`src/rtl/codec_clk_pkg.sv`:
```
package codec_clk_pkg;

   // Widths of the control fields fed into the block
   localparam int MDIV_CODE_W = 3;
   localparam int SDIV_CODE_W = 2;

   // Highest master ratio decoded from the master code
   localparam int MDIV_MAX    = 5;

   // Fixed power-of-two stages (log2 of device ticks per pulse)
   localparam int MOD_LOG2    = 3;
   localparam int SMP_LOG2    = 8;

   // Terminal count for a master code; unused codes fall back to divide by 1
   function automatic int unsigned mdiv_limit(input int unsigned code, input int unsigned max_ratio);
      if (code < max_ratio) return code;
      return 0;
   endfunction

endpackage

```
`src/rtl/ccd_master_div.sv`:
```
module ccd_master_div #(
   parameter int CODE_W    = 3,
   parameter int MAX_RATIO = 5,
   localparam int CNT_W    = (MAX_RATIO > 1) ? $clog2(MAX_RATIO) : 1
) (
   input  logic              clk,
   input  logic              rst_n,
   input  logic [CODE_W-1:0] code,
   output logic              tick
);
   import codec_clk_pkg::*;

   generate
      if (MAX_RATIO < 1 || MAX_RATIO > (1 << CODE_W)) begin : g_bad_ratio
         $error("ccd_master_div: MAX_RATIO out of range for CODE_W");
      end
   endgenerate

   logic [CNT_W-1:0] cnt_q;
   logic [CNT_W-1:0] lim_q;
   logic [CNT_W-1:0] lim_next;

   always_comb begin
      lim_next = CNT_W'(mdiv_limit(int'(code), MAX_RATIO));
   end

   assign tick = (cnt_q == lim_q);

   // The ratio in use is replaced only at the terminal count
   always_ff @(posedge clk or negedge rst_n) begin
      if (!rst_n) begin
         cnt_q <= '0;
         lim_q <= '0;
      end else if (tick) begin
         cnt_q <= '0;
         lim_q <= lim_next;
      end else begin
         cnt_q <= cnt_q + 1'b1;
      end
   end

endmodule

```
`src/rtl/ccd_pow2_div.sv`:
```
module ccd_pow2_div #(
   parameter int SEL_W      = 2,
   parameter int FIXED_LOG2 = 3,
   localparam int MAX_LOG2  = (SEL_W > 0) ? ((1 << SEL_W) - 1) : FIXED_LOG2,
   localparam int CNT_W     = (MAX_LOG2 > 0) ? MAX_LOG2 : 1,
   localparam int SEL_PW    = (SEL_W > 0) ? SEL_W : 1
) (
   input  logic              clk,
   input  logic              rst_n,
   input  logic              en,
   input  logic [SEL_PW-1:0] sel,
   output logic              tick
);

   generate
      if (SEL_W < 0 || SEL_W > 4) begin : g_bad_sel
         $error("ccd_pow2_div: SEL_W must lie in 0..4");
      end
      if (SEL_W == 0 && FIXED_LOG2 < 1) begin : g_bad_fixed
         $error("ccd_pow2_div: FIXED_LOG2 must be at least 1");
      end
   endgenerate

   logic [CNT_W-1:0] cnt_q;

   generate
      if (SEL_W > 0) begin : g_select
         logic [CNT_W-1:0] lim_q;
         logic [CNT_W-1:0] lim_next;

         // Limit is 2^sel - 1
         always_comb begin
            lim_next = CNT_W'((64'd1 << sel) - 64'd1);
         end

         assign tick = en && (cnt_q == lim_q);

         // The ratio in use is replaced only at the terminal count
         always_ff @(posedge clk or negedge rst_n) begin
            if (!rst_n) begin
               cnt_q <= '0;
               lim_q <= '0;
            end else if (tick) begin
               cnt_q <= '0;
               lim_q <= lim_next;
            end else if (en) begin
               cnt_q <= cnt_q + 1'b1;
            end
         end
      end else begin : g_fixed
         logic unused_sel;

         assign unused_sel = ^sel;
         assign tick       = en && (&cnt_q);

         // Free-running wrap counter
         always_ff @(posedge clk or negedge rst_n) begin
            if (!rst_n) begin
               cnt_q <= '0;
            end else if (en) begin
               cnt_q <= cnt_q + 1'b1;
            end
         end
      end
   endgenerate

endmodule

```
`src/rtl/codec_clock_enables.sv`:
```
module codec_clock_enables
   import codec_clk_pkg::*;
#(
   parameter int MCODE_W  = MDIV_CODE_W,
   parameter int SCODE_W  = SDIV_CODE_W,
   parameter int M_MAX    = MDIV_MAX,
   parameter int MOD_L2   = MOD_LOG2,
   parameter int SMP_L2   = SMP_LOG2
) (
   input  logic               clk,
   input  logic               rst_n,
   input  logic [MCODE_W-1:0] mdiv_code,
   input  logic [SCODE_W-1:0] sdiv_code,
   output logic               dev_ce,
   output logic               ser_ce,
   output logic               mod_ce,
   output logic               smp_ce
);

   generate
      if (SMP_L2 < MOD_L2) begin : g_bad_align
         $error("codec_clock_enables: sample stage must be a multiple of the modulator stage");
      end
      if (SCODE_W < 1) begin : g_bad_scode
         $error("codec_clock_enables: serial code needs at least one bit");
      end
   endgenerate

   logic m_tick;
   logic s_tick;
   logic b_tick;
   logic e_tick;

   ccd_master_div #(
      .CODE_W    (MCODE_W),
      .MAX_RATIO (M_MAX)
   ) u_master (
      .clk   (clk),
      .rst_n (rst_n),
      .code  (mdiv_code),
      .tick  (m_tick)
   );

   // Outputs are quiet while reset is held
   assign dev_ce = rst_n & m_tick;

   ccd_pow2_div #(
      .SEL_W      (SCODE_W),
      .FIXED_LOG2 (1)
   ) u_serial (
      .clk   (clk),
      .rst_n (rst_n),
      .en    (dev_ce),
      .sel   (sdiv_code),
      .tick  (s_tick)
   );

   ccd_pow2_div #(
      .SEL_W      (0),
      .FIXED_LOG2 (MOD_L2)
   ) u_mod (
      .clk   (clk),
      .rst_n (rst_n),
      .en    (dev_ce),
      .sel   (1'b0),
      .tick  (b_tick)
   );

   ccd_pow2_div #(
      .SEL_W      (0),
      .FIXED_LOG2 (SMP_L2)
   ) u_smp (
      .clk   (clk),
      .rst_n (rst_n),
      .en    (dev_ce),
      .sel   (1'b0),
      .tick  (e_tick)
   );

   assign ser_ce = s_tick;
   assign mod_ce = b_tick;
   assign smp_ce = e_tick;

endmodule

```
`config.mk`:
```
export PLATFORM = sky130hd
export DESIGN_NAME = codec_clock_enables
export DESIGN_NICKNAME = d
export VERILOG_FILES = /design/src/rtl/codec_clk_pkg.sv /design/src/rtl/ccd_master_div.sv /design/src/rtl/ccd_pow2_div.sv /design/src/rtl/codec_clock_enables.sv
export SDC_FILE = /design/constraint.sdc
export NUM_CORES = 1
export LEC_CHECK = 0
export ABC_CLOCK_PERIOD_IN_PS = 1700
export BUFFER_PORTS_ARGS = -buffer_cell sky130_fd_sc_hd__buf_2
export CAP_MARGIN = 20
export CORE_ASPECT_RATIO = 1.75
export CORE_UTILIZATION = 40
export CTS_BUF_LIST = sky130_fd_sc_hd__clkbuf_2
export DETAILED_ROUTE_END_ITERATION = 12
export PLACE_DENSITY = 0.66
export SETUP_SLACK_MARGIN = 0.4
export SYNTH_ARGS = -nofsm -noshare
export SYNTH_HDL_FRONTEND = slang
export SYNTH_SLANG_ARGS = --single-unit
export TNS_END_PERCENT = 100
```
`constraint.sdc`:
```
create_clock -name clk -period 1.7 [get_ports clk]
set_clock_uncertainty 0.05 [all_clocks]
set_input_delay 0.34 -clock clk [delete_from_list [all_inputs] [get_ports clk]]
set_output_delay 0.34 -clock clk [all_outputs]
set_load 0.05 [all_outputs]
```
==> run summary, run 1 <==
Syn_area_per_cell: 10.9 um^2
Cell type of the slowest stage on the worst timing path: sky130_fd_sc_hd__dfrtp_1
Wire length of the first global-routing pass: 3.58 mm
Number of placement rows: 24
CP startpoint kind: flip-flop
Core occupancy in the finished layout: 62.5%
Total vias in the final route: 812
Maximum number of pins on one net before global-route repair: 13
Logic depth of the worst setup path including buffers: 5
Post-detailed-placement half-perimeter wirelength: 1.48 mm
Die Area: 2930 um^2
Count of yosys warnings during synthesis: 0
Critical path cell sequence: xnor2_2, nand4_4, clkinv_4, and2_4, buf_8
GRT overflow: 0
Last weighted congestion value of the routability-driven placer: 0.724
Proportion of synthesized chip area in sequential cells: 53.1%
Signed area change from the synthesized netlist to the final layout: 45.6%
Count of max-cap constraint violations: 0
Worst-path maximum fanout: 4
Biggest cell delay along the critical path: 0.45 ns
Number of flip-flops and latches in the synthesized netlist: 23
Worst path arrival time: 1.61 ns
Fraction of layout cells with a size suffix above 1: 51.1%
Crit path from: u_master.lim_q[2]
Net count after synthesis: 111
Number of setup violations in the final report: 13
HP Class: input pin to flip-flop
Peak clock frequency supported by timing: 499 MHz
DIE HEIGHT: 70.9 um
Worst slack, placed: -0.136 ns
TritonCTS clock tree: done
Register-to-register setup slack: -0.16 ns
Clock tree sinks: 23
Buffers from clock root to sink, at most: 2
Minimum setup slack in the final design: -0.305 ns
CTS H-tree lvls: 1
Reg-to-Reg Start: u_master.lim_q[2]
Initial DRT Pass Iterations: 3
Violations in the final reports: setup timing
Die boundary width: 41.3 um
Diodes inserted: 0
Cell Area, Synth: 1080 um^2
Post-synthesis instance total: 99
WP buf/inv: 2
Cell class contributing the biggest share of worst-path delay: flip-flops
Clock latency of the later-clocked register in the worst-skew pair: 0.33 ns
Starting utilization of the core area: 43.0%
Routed length per instance: 15.1 um
Buffer cell driving the clock tree root: sky130_fd_sc_hd__clkbuf_2
CTS clock-pin slew for the worst setup and hold paths: 0.21 ns
Number of buffers inserted during clock tree synthesis: 3
Port buffer count: 10
Reg2Reg Capture Point: u_smp.cnt_q[7]
Final wirelength: 2.38 mm
Setup CP Type: flip-flop to primary output
Number of nets in the final layout: 144
Via count of the first global-routing pass: 875
Core region area: 2520 um^2
Worst slew margin relative to its limit: 78.3%
I/O Pins: 11
Slew of the pin with the lowest slew margin: 0.324 ns
Number of different library cells in the post-synthesis netlist: 26
Final hold violation count: 0
Required time of the worst setup path: 1.31 ns
Max Slew Vio Count: 0
Final Cycle Share: 118%
Critical Path End: mod_ce
Post-route minimum period: 2.00 ns
Post-route DRC: 0
Worst-case vdd ir drop: 0.00103 V
Cell leakage power: 0.758 nW
Outcome: finished, violations left
Overall global routing resource usage: 17.6%
Post-route ant nets: 0
Power density relative to cell area: 1940 nW/um^2
Setup repair after global routing missed its margin: true
R2r worst-path depth: 7
Crit. End Element: primary output
Antenna violations before repair: 0
Iteration-0 DRC count of the detailed router: 22
Via count normalized by instance count: 5.17
flip-flops by register name (all words and copies together), names as in the netlist:
register and count:
u_smp.cnt_q 8, u_master.cnt_q 3, u_master.lim_q 3, u_mod.cnt_q 3, u_serial.cnt_q 3, u_serial.g_select.lim_q 3
synth_stat cells, drive strengths merged:
cell type / count / area share (%)
xor2: 3 / 2.4
and2: 1 / 0.58
mux2: 4 / 4.2
nor2: 7 / 2.9
o31ai: 2 / 1.4
buf: 2 / 1.5
inv: 7 / 2.4
a21oi: 1 / 0.46
nor2b: 1 / 0.58
and3: 3 / 1.8
o22ai: 1 / 0.58
nand4: 1 / 1.2
nand2: 9 / 3.1
ha: 5 / 5.8
nor3: 2 / 0.92
dfrtp: 23 / 53
nand3b: 2 / 1.4
o21ai: 7 / 3.2
xnor2: 12 / 9.7
nand3: 6 / 2.8
how the worst min path moves through the flow:
stage	slack (ns)	endpoint	start	cells after the start
floorplan	-0.006	u_master.cnt_q[0]	rst_n	0
global placement	0.29	u_master.lim_q[1]	rst_n	2
detailed placement	0.29	u_smp.cnt_q[3]	rst_n	2
CTS	0.17	u_serial.g_select.lim_q[2]	sdiv_code[0]	3
global route	0.16	u_master.lim_q[2]	mdiv_code[2]	3
finish	0.19	u_master.lim_q[1]	mdiv_code[1]	3
metal layers:
layer  part of all wire [%]  track usage, %  wire length [um]  vias up
met3                    1.4            2.82                34        6
met2                     59            30.9              1400       12
met5                      0               0                 0        -
met4                    2.3            5.38                54        0
li1                       -               -                 -      395
met1                     37            20.1               887      399
report_power, final:
group          internal [mW]  total (mW)  switching [mW]
registers              0.768       0.985           0.216
clock network         0.0622       0.223           0.161
logic                  0.978        1.85           0.871
total                   1.81        3.06            1.25
final cells by class:
cell class	count	area (um^2)
multi-input combinational	67	647
clock buffer	4	20.0
tap	26	32.5
sequential	23	576
fill	209	945
timing repair buffer	30	272
inverter	7	31.3
through the flow:
step	cells	setup TNS (ns)	power (mW)	hold slack, ns	instance area (um^2)
global placement	142	-0.0490	1.98	0.295	1250
finish	157	-1.79	3.06	0.189	1580
CTS	153	-1.23	2.69	0.167	1470
global route	157	-2.68	3.26	0.162	1580
detailed placement	142	-0.467	2.04	0.289	1250
floorplan	99	0	1.73	-0.00559	1120
cells by family (layout without fill, tap and decap cells):
family                   count (synthesis)  in the layout  synth area share (%)
AO/OA/AOI/OAI                           11             11                  5.66
XOR/XNOR                                15             15                  12.1
adder cells (fa/ha/maj)                  5              5                  5.77
buffers and inverters                    9             41                  3.93
flip-flops                              23             23                  53.1
multiplexers                             4              4                  4.16
AND/OR/NAND/NOR                         32             32                  15.2
worst reg2reg max path, cell delays in order (launching register included):
cell,delay (ns)
sky130_fd_sc_hd__dfrtp_1,0.45
sky130_fd_sc_hd__xnor2_2,0.28
sky130_fd_sc_hd__nand4_4,0.20
sky130_fd_sc_hd__buf_4,0.19
sky130_fd_sc_hd__buf_6,0.10
sky130_fd_sc_hd__buf_4,0.17
sky130_fd_sc_hd__nor3_4,0.19
sky130_fd_sc_hd__xor2_1,0.17
cell usage in the layout, fill, tap and decap left out, types with 2 or more instances in the layout:
| master | n |
|---|---|
| sky130_fd_sc_hd__xnor2_1 | 8 |
| sky130_fd_sc_hd__nor2_4 | 4 |
| sky130_fd_sc_hd__inv_1 | 6 |
| sky130_fd_sc_hd__o21ai_2 | 5 |
| sky130_fd_sc_hd__nor3_4 | 2 |
| sky130_fd_sc_hd__nand3_2 | 3 |
| sky130_fd_sc_hd__nand2_4 | 2 |
| sky130_fd_sc_hd__nand2_1 | 6 |
| sky130_fd_sc_hd__nor2_1 | 2 |
| sky130_fd_sc_hd__ha_1 | 5 |
| sky130_fd_sc_hd__and3_1 | 2 |
| sky130_fd_sc_hd__xor2_1 | 3 |
| sky130_fd_sc_hd__buf_8 | 3 |
| sky130_fd_sc_hd__dfrtp_1 | 23 |
| sky130_fd_sc_hd__mux2_4 | 4 |
| sky130_fd_sc_hd__o21ai_1 | 2 |
| sky130_fd_sc_hd__buf_2 | 7 |
| sky130_fd_sc_hd__o31ai_2 | 2 |
| sky130_fd_sc_hd__buf_4 | 11 |
| sky130_fd_sc_hd__buf_6 | 7 |
| sky130_fd_sc_hd__nand3_1 | 3 |
| sky130_fd_sc_hd__nand3b_1 | 2 |
| sky130_fd_sc_hd__xnor2_2 | 4 |
| sky130_fd_sc_hd__clkbuf_2 | 4 |
timing repair:
action / 4_1_cts / 5_1_grt
cloned: 0 / 0
hold endpoints to repair: 23 / 0
setup buffers: 6 / 4
resized for setup: 35 / 17
hold buffers: 1 / 0
pin swaps: 7 / 6
endpoints found under the setup margin: 27 / 27
Power figures use the tool's default switching activity.
==> run 2: changes to the inputs <==
--- a/config.mk
+++ b/config.mk
@@ -5,7 +5,6 @@
 export SDC_FILE = /design/constraint.sdc
 export NUM_CORES = 1
 export LEC_CHECK = 0
-export ABC_CLOCK_PERIOD_IN_PS = 1700
 export BUFFER_PORTS_ARGS = -buffer_cell sky130_fd_sc_hd__buf_2
 export CAP_MARGIN = 20
 export CORE_ASPECT_RATIO = 1.75
@@ -17,4 +16,4 @@
 export SYNTH_ARGS = -nofsm -noshare
 export SYNTH_HDL_FRONTEND = slang
 export SYNTH_SLANG_ARGS = --single-unit
-export TNS_END_PERCENT = 100
+export TNS_END_PERCENT = 10
==> run 2 against run 1 <==
The run still ends with setup timing left. Combinational power fell by 22%. Setup slack improved by 0.021 ns. Final cell count shrank 3.2%. Register-to-register slack better by 0.08 ns. First-iteration DRC count down 23%. Critical path depth did not move. Highest routed layer unchanged. Via count shrank 3.9%. Sequential share of layout area rose by 3.5 points. Sequential power is 2.9% lower. Non-clock buffer count is 5 lower. Fmax is 1.0% higher.
==> run summary, run 2 (synthesis results as in run 1) <==
Outcome: finished, violations left
Violations in the final reports: setup timing
Crit path from: u_master.lim_q[1]
Most common cell after layout, fill and taps aside: sky130_fd_sc_hd__dfrtp_1
Worst slew margin relative to its limit: 79.9%
Worst-path maximum fanout: 2
Slew of the pin with the lowest slew margin: 0.301 ns
Setup repair after global routing missed its margin: true
Cell type of the slowest stage on the worst timing path: sky130_fd_sc_hd__dfrtp_1
Total vias in the final route: 780
Register share of total power: 36.6%
Biggest cell delay along the critical path: 0.46 ns
Critical path cell sequence: xnor2_2, and3_4, nand2_4, nor2_4, buf_8
Crit. End Element: primary output
CTS clock-pin slew for the worst setup and hold paths: 0.21 ns
CTS H-tree lvls: 1
Routed length per instance: 13.8 um
Post-route minimum period: 1.98 ns
Initial DRT Pass Iterations: 4
Post-detailed-placement half-perimeter wirelength: 1.45 mm
Final hold violation count: 0
Port buffer count: 10
Worst path arrival time: 1.59 ns
Via count of the first global-routing pass: 824
Maximum number of pins on one net before global-route repair: 17
Number of buffers inserted during clock tree synthesis: 3
DIE HEIGHT: 70.9 um
Required time of the worst setup path: 1.31 ns
Logic gate share of total power: 55.1%
Net switching power of the design: 1.05 mW
Signed area change from the synthesized netlist to the final layout: 32.8%
Accumulated negative setup slack: -1.12 ns
Final Cycle Share: 117%
Buffers from clock root to sink, at most: 2
Max FFs per register: 8
Internal power: 1.56 mW
Worst slack, placed: -0.116 ns
Core region area: 2520 um^2
Commonest cells after routing, fill and taps aside: sky130_fd_sc_hd__dfrtp_1 (23), sky130_fd_sc_hd__buf_4 (13), sky130_fd_sc_hd__xnor2_1 (9)
Via count normalized by instance count: 5.13
Reg-to-Reg Start: u_master.lim_q[1]
Launch instance of the worst min-delay path: sdiv_code[0]
Max Slew Vio Count: 0
Die boundary width: 41.3 um
Worst-case vdd ir drop: 0.00101 V
Last weighted congestion value of the routability-driven placer: 0.760
Peak clock frequency supported by timing: 504 MHz
Cell leakage power: 0.700 nW
Wire length of the first global-routing pass: 3.54 mm
Post-route DRC: 0
Register with the most flip-flops: u_smp.cnt_q
TritonCTS clock tree: done
Post-route ant nets: 0
Fraction of layout cells with a size suffix above 1: 38.9%
Clock latency of the later-clocked register in the worst-skew pair: 0.34 ns
Minimum setup slack in the final design: -0.284 ns
CP startpoint kind: flip-flop
HP Class: input pin to flip-flop
I/O Pins: 11
Count of max-cap constraint violations: 0
Diodes inserted: 0
Setup CP Type: flip-flop to primary output
Total power: 2.61 mW
Antenna violations before repair: 0
Number of setup violations in the final report: 6
Die Area: 2930 um^2
Final wirelength: 2.10 mm
Overall global routing resource usage: 18.2%
Power density relative to cell area: 1810 nW/um^2
Number of nets in the final layout: 139
Buffer cell driving the clock tree root: sky130_fd_sc_hd__clkbuf_2
Clock network power share: 8.2%
Starting utilization of the core area: 43.0%
Iteration-0 DRC count of the detailed router: 17
Clock tree sinks: 23
Switching fraction of total power: 40.4%
GRT overflow: 0
Number of placement rows: 24
## run 2: timing repair
action                                  in CTS  in global routing
setup buffers                                3                  2
hold endpoints to repair                    23                  0
hold buffers                                 1                  0
resized for setup                           21                 15
endpoints found under the setup margin      24                 27
pin swaps                                    6                 11
## run 2: stage by stage
step	cells	hold slack, ns	util (%)	area, um^2
6_report	152	0.177	57.0	1440
5_1_grt	152	0.157	57.0	1440
4_1_cts	150	0.165	55.2	1390
3_5_place_dp	142	0.269	49.2	1240
3_3_place_gp	142	0.268	49.2	1240
2_1_floorplan	99	-0.00559	-	1110
## run 2: routing by layer
metal / part of all wire, % / routed length [um] / global-route usage, % / up-vias
met5: 0 / 0 / 0 / -
met4: 2.2 / 46 / 7.53 / 0
met3: 1.7 / 35 / 3.76 / 5
met2: 60 / 1250 / 32.6 / 7
met1: 36 / 765 / 18.4 / 386
li1: - / - / - / 382
## run 2: worst paths after layout
kind	end	slack, ns	cells after the start
hold / removal	u_serial.g_select.lim_q[2]	0.18	3
hold reg to reg	u_smp.cnt_q[5]	0.43	1
max in group asynchronous	u_mod.cnt_q[0]	0.90	3
setup reg to reg	u_smp.cnt_q[7]	-0.08	7
setup / recovery	smp_ce	-0.28	5
min in group asynchronous	u_serial.cnt_q[0]	0.48	3
## run 2: area by class of cell
type | instances | area, um^2
clock buffer | 3 | 15.0
clock inverter | 1 | 5.00
fill | 212 | 1080
inverter | 7 | 31.3
multi-input combinational | 67 | 574
sequential | 23 | 576
tap | 26 | 32.5
timing repair buffer | 25 | 205
## run 2: critical path, delay by kind of cell (launching register included)
kind	cells	cell delay, ns
simple gates	3	0.40
flops	1	0.46
buf+inv	1	0.15
xor+xnor	1	0.25
## run 2: power groups by stage
stage          clock [mW]  sequential, mW  combinational (mW)
5_1_grt             0.246           0.991                1.58
3_5_place_dp            0           0.948                1.07
4_1_cts             0.224           0.956                1.29
6_report            0.215           0.956                1.44
2_1_floorplan           0           0.915               0.795
3_3_place_gp            0           0.942                1.03
==> run 3: changes to the inputs <==
--- a/config.mk
+++ b/config.mk
@@ -9,7 +9,7 @@
 export CAP_MARGIN = 20
 export CORE_ASPECT_RATIO = 1.75
 export CORE_UTILIZATION = 40
-export CTS_BUF_LIST = sky130_fd_sc_hd__clkbuf_2
+export CTS_BUF_LIST = sky130_fd_sc_hd__clkbuf_8
 export DETAILED_ROUTE_END_ITERATION = 12
 export PLACE_DENSITY = 0.66
 export SETUP_SLACK_MARGIN = 0.4
==> run 3 against run 2 <==
Power increased by 1.1%. First-iteration DRC count grew 12%. Fmax grew 6.9%. The run still ends with setup timing left. Die area unchanged. Core utilization is essentially flat. Combinational power fell by 6%. Via count is 0.64% lower. Cell area hardly changed. Register-to-register slack better by 0.02 ns.
==> run summary, run 3 (synthesis results as in run 1) <==
Wire length of the first global-routing pass: 3.54 mm
Max FFs per register: 8
Final Hold Slack: 0.00979 ns
Max Slew Vio Count: 0
Power density relative to cell area: 1840 nW/um^2
Starting utilization of the core area: 43.0%
Setup CP Type: flip-flop to primary output
Cell type of the slowest stage on the worst timing path: sky130_fd_sc_hd__dfrtp_1
Post-detailed-placement half-perimeter wirelength: 1.45 mm
Clock latency of the later-clocked register in the worst-skew pair: 0.26 ns
Crit. End Element: primary output
Number of nets in the final layout: 137
Required time of the worst setup path: 1.31 ns
Worst-path maximum fanout: 2
Post-route minimum period: 1.86 ns
Overall global routing resource usage: 17.6%
Total power: 2.64 mW
Total vias in the final route: 775
Quantity of hold-fixing buffers added after cts: 0
Fraction of layout cells with a size suffix above 1: 38.7%
Register with the most flip-flops: u_smp.cnt_q
Critical path cell sequence: xnor2_2, and3_4, nand2_4, nor2_4, buf_8
Buffer cell driving the clock tree root: sky130_fd_sc_hd__clkbuf_8
Routed length per instance: 13.7 um
Commonest cells after routing, fill and taps aside: sky130_fd_sc_hd__dfrtp_1 (23), sky130_fd_sc_hd__buf_4 (12), sky130_fd_sc_hd__xnor2_1 (9)
Initial DRT Pass Iterations: 2
Worst slack, placed: -0.116 ns
Number of buffers inserted during clock tree synthesis: 3
TritonCTS clock tree: done
Worst slew margin relative to its limit: 79.6%
Internal power: 1.60 mW
Number of placement rows: 24
Post-route ant nets: 0
WP buf/inv: 1
Buffers from clock root to sink, at most: 2
Port buffer count: 10
Via count of the first global-routing pass: 826
Via count normalized by instance count: 5.17
Placed cell count: 142
Biggest cell delay along the critical path: 0.41 ns
Logic gate share of total power: 51.1%
Clock tree sinks: 23
Final hold violation count: 0
Maximum number of pins on one net before global-route repair: 17
Last weighted congestion value of the routability-driven placer: 0.760
Final wirelength: 2.05 mm
Worst-case vdd ir drop: 0.000803 V
Setup repair after global routing missed its margin: true
Iteration-0 DRC count of the detailed router: 19
Signed area change from the synthesized netlist to the final layout: 32.7%
Diodes inserted: 0
Clock network power share: 12.5%
Register share of total power: 36.4%
Antenna violations before repair: 0
Minimum setup slack in the final design: -0.157 ns
GRT overflow: 0
Cell class contributing the biggest share of worst-path delay: flip-flops
Core region area: 2520 um^2
Violations in the final reports: setup timing
Finished Layout Cells: 150
Net switching power of the design: 1.04 mW
Die Area: 2930 um^2
Final Cycle Share: 109%
Die boundary width: 41.3 um
Outcome: finished, violations left
Most common cell after layout, fill and taps aside: sky130_fd_sc_hd__dfrtp_1
Cell leakage power: 0.697 nW
CTS clock-pin slew for the worst setup and hold paths: 0.08 ns
HP Class: input pin to async pin
Slew of the pin with the lowest slew margin: 0.305 ns
Worst path arrival time: 1.47 ns
Core occupancy in the finished layout: 57.0%
DIE HEIGHT: 70.9 um
Count of max-cap constraint violations: 0
CTS H-tree lvls: 1
CP startpoint kind: flip-flop
Post-route DRC: 0
Number of setup violations in the final report: 6
Peak clock frequency supported by timing: 539 MHz
Switching fraction of total power: 39.3%
I/O Pins: 11
run 3: repair_timing:
action                     CTS  global route
setup buffers                3             1
resized for setup           21             8
setup endpoints to repair   24            27
pin swaps                    6            10
run 3: power groups by stage:
| stage | logic, mW | clock network (mW) | registers, mW |
|---|---|---|---|
| after floorplan | 0.795 | 0 | 0.915 |
| after global placement | 1.03 | 0 | 0.942 |
| after detailed placement | 1.07 | 0 | 0.948 |
| after CTS | 1.29 | 0.340 | 0.959 |
| after global routing | 1.49 | 0.366 | 0.992 |
| final | 1.35 | 0.330 | 0.961 |
run 3: final timing paths:
check	startpoint	to	slack, ns	cells after the start
max	u_master.lim_q[1]	smp_ce	-0.16	5
min	rst_n	u_smp.cnt_q[0]	0.01	2
max reg2reg	u_master.lim_q[0]	u_smp.cnt_q[7]	-0.06	7
min reg2reg	u_smp.cnt_q[5]	u_smp.cnt_q[5]	0.41	1
max in group asynchronous	rst_n	u_mod.cnt_q[2]	1.36	2
min in group clk	sdiv_code[0]	u_serial.g_select.lim_q[2]	0.28	3
run 3: cell type report:
| class | count | area (um^2) |
|---|---|---|
| clock buffer | 3 | 41.3 |
| clock inverter | 1 | 5.00 |
| fill | 216 | 1080 |
| inverter | 7 | 31.3 |
| multi-input combinational | 67 | 574 |
| sequential | 23 | 576 |
| tap | 26 | 32.5 |
| timing repair buffer | 23 | 178 |
run 3: layer usage:
layer	vias up	wire (um)	track usage, %
met5	-	0	0
met2	7	1200	31.8
met3	4	32	2.82
li1	381	-	-
met4	0	27	6.45
met1	383	794	18.7
run 3: metrics by stage:
stage | setup TNS [ns] | instance area (um^2)
floorplan | 0 | 1110
global placement | -0.129 | 1240
detailed placement | -0.216 | 1240
CTS | -0.761 | 1410
global route | -1.40 | 1440
finish | -0.649 | 1440
run 3: worst register-to-register path: cells and delay by family (launching register included):
kind / cells / cell delay, ns
buf+inv: 3 / 0.46
xor+xnor: 2 / 0.42
simple gates: 2 / 0.35
flops: 1 / 0.41
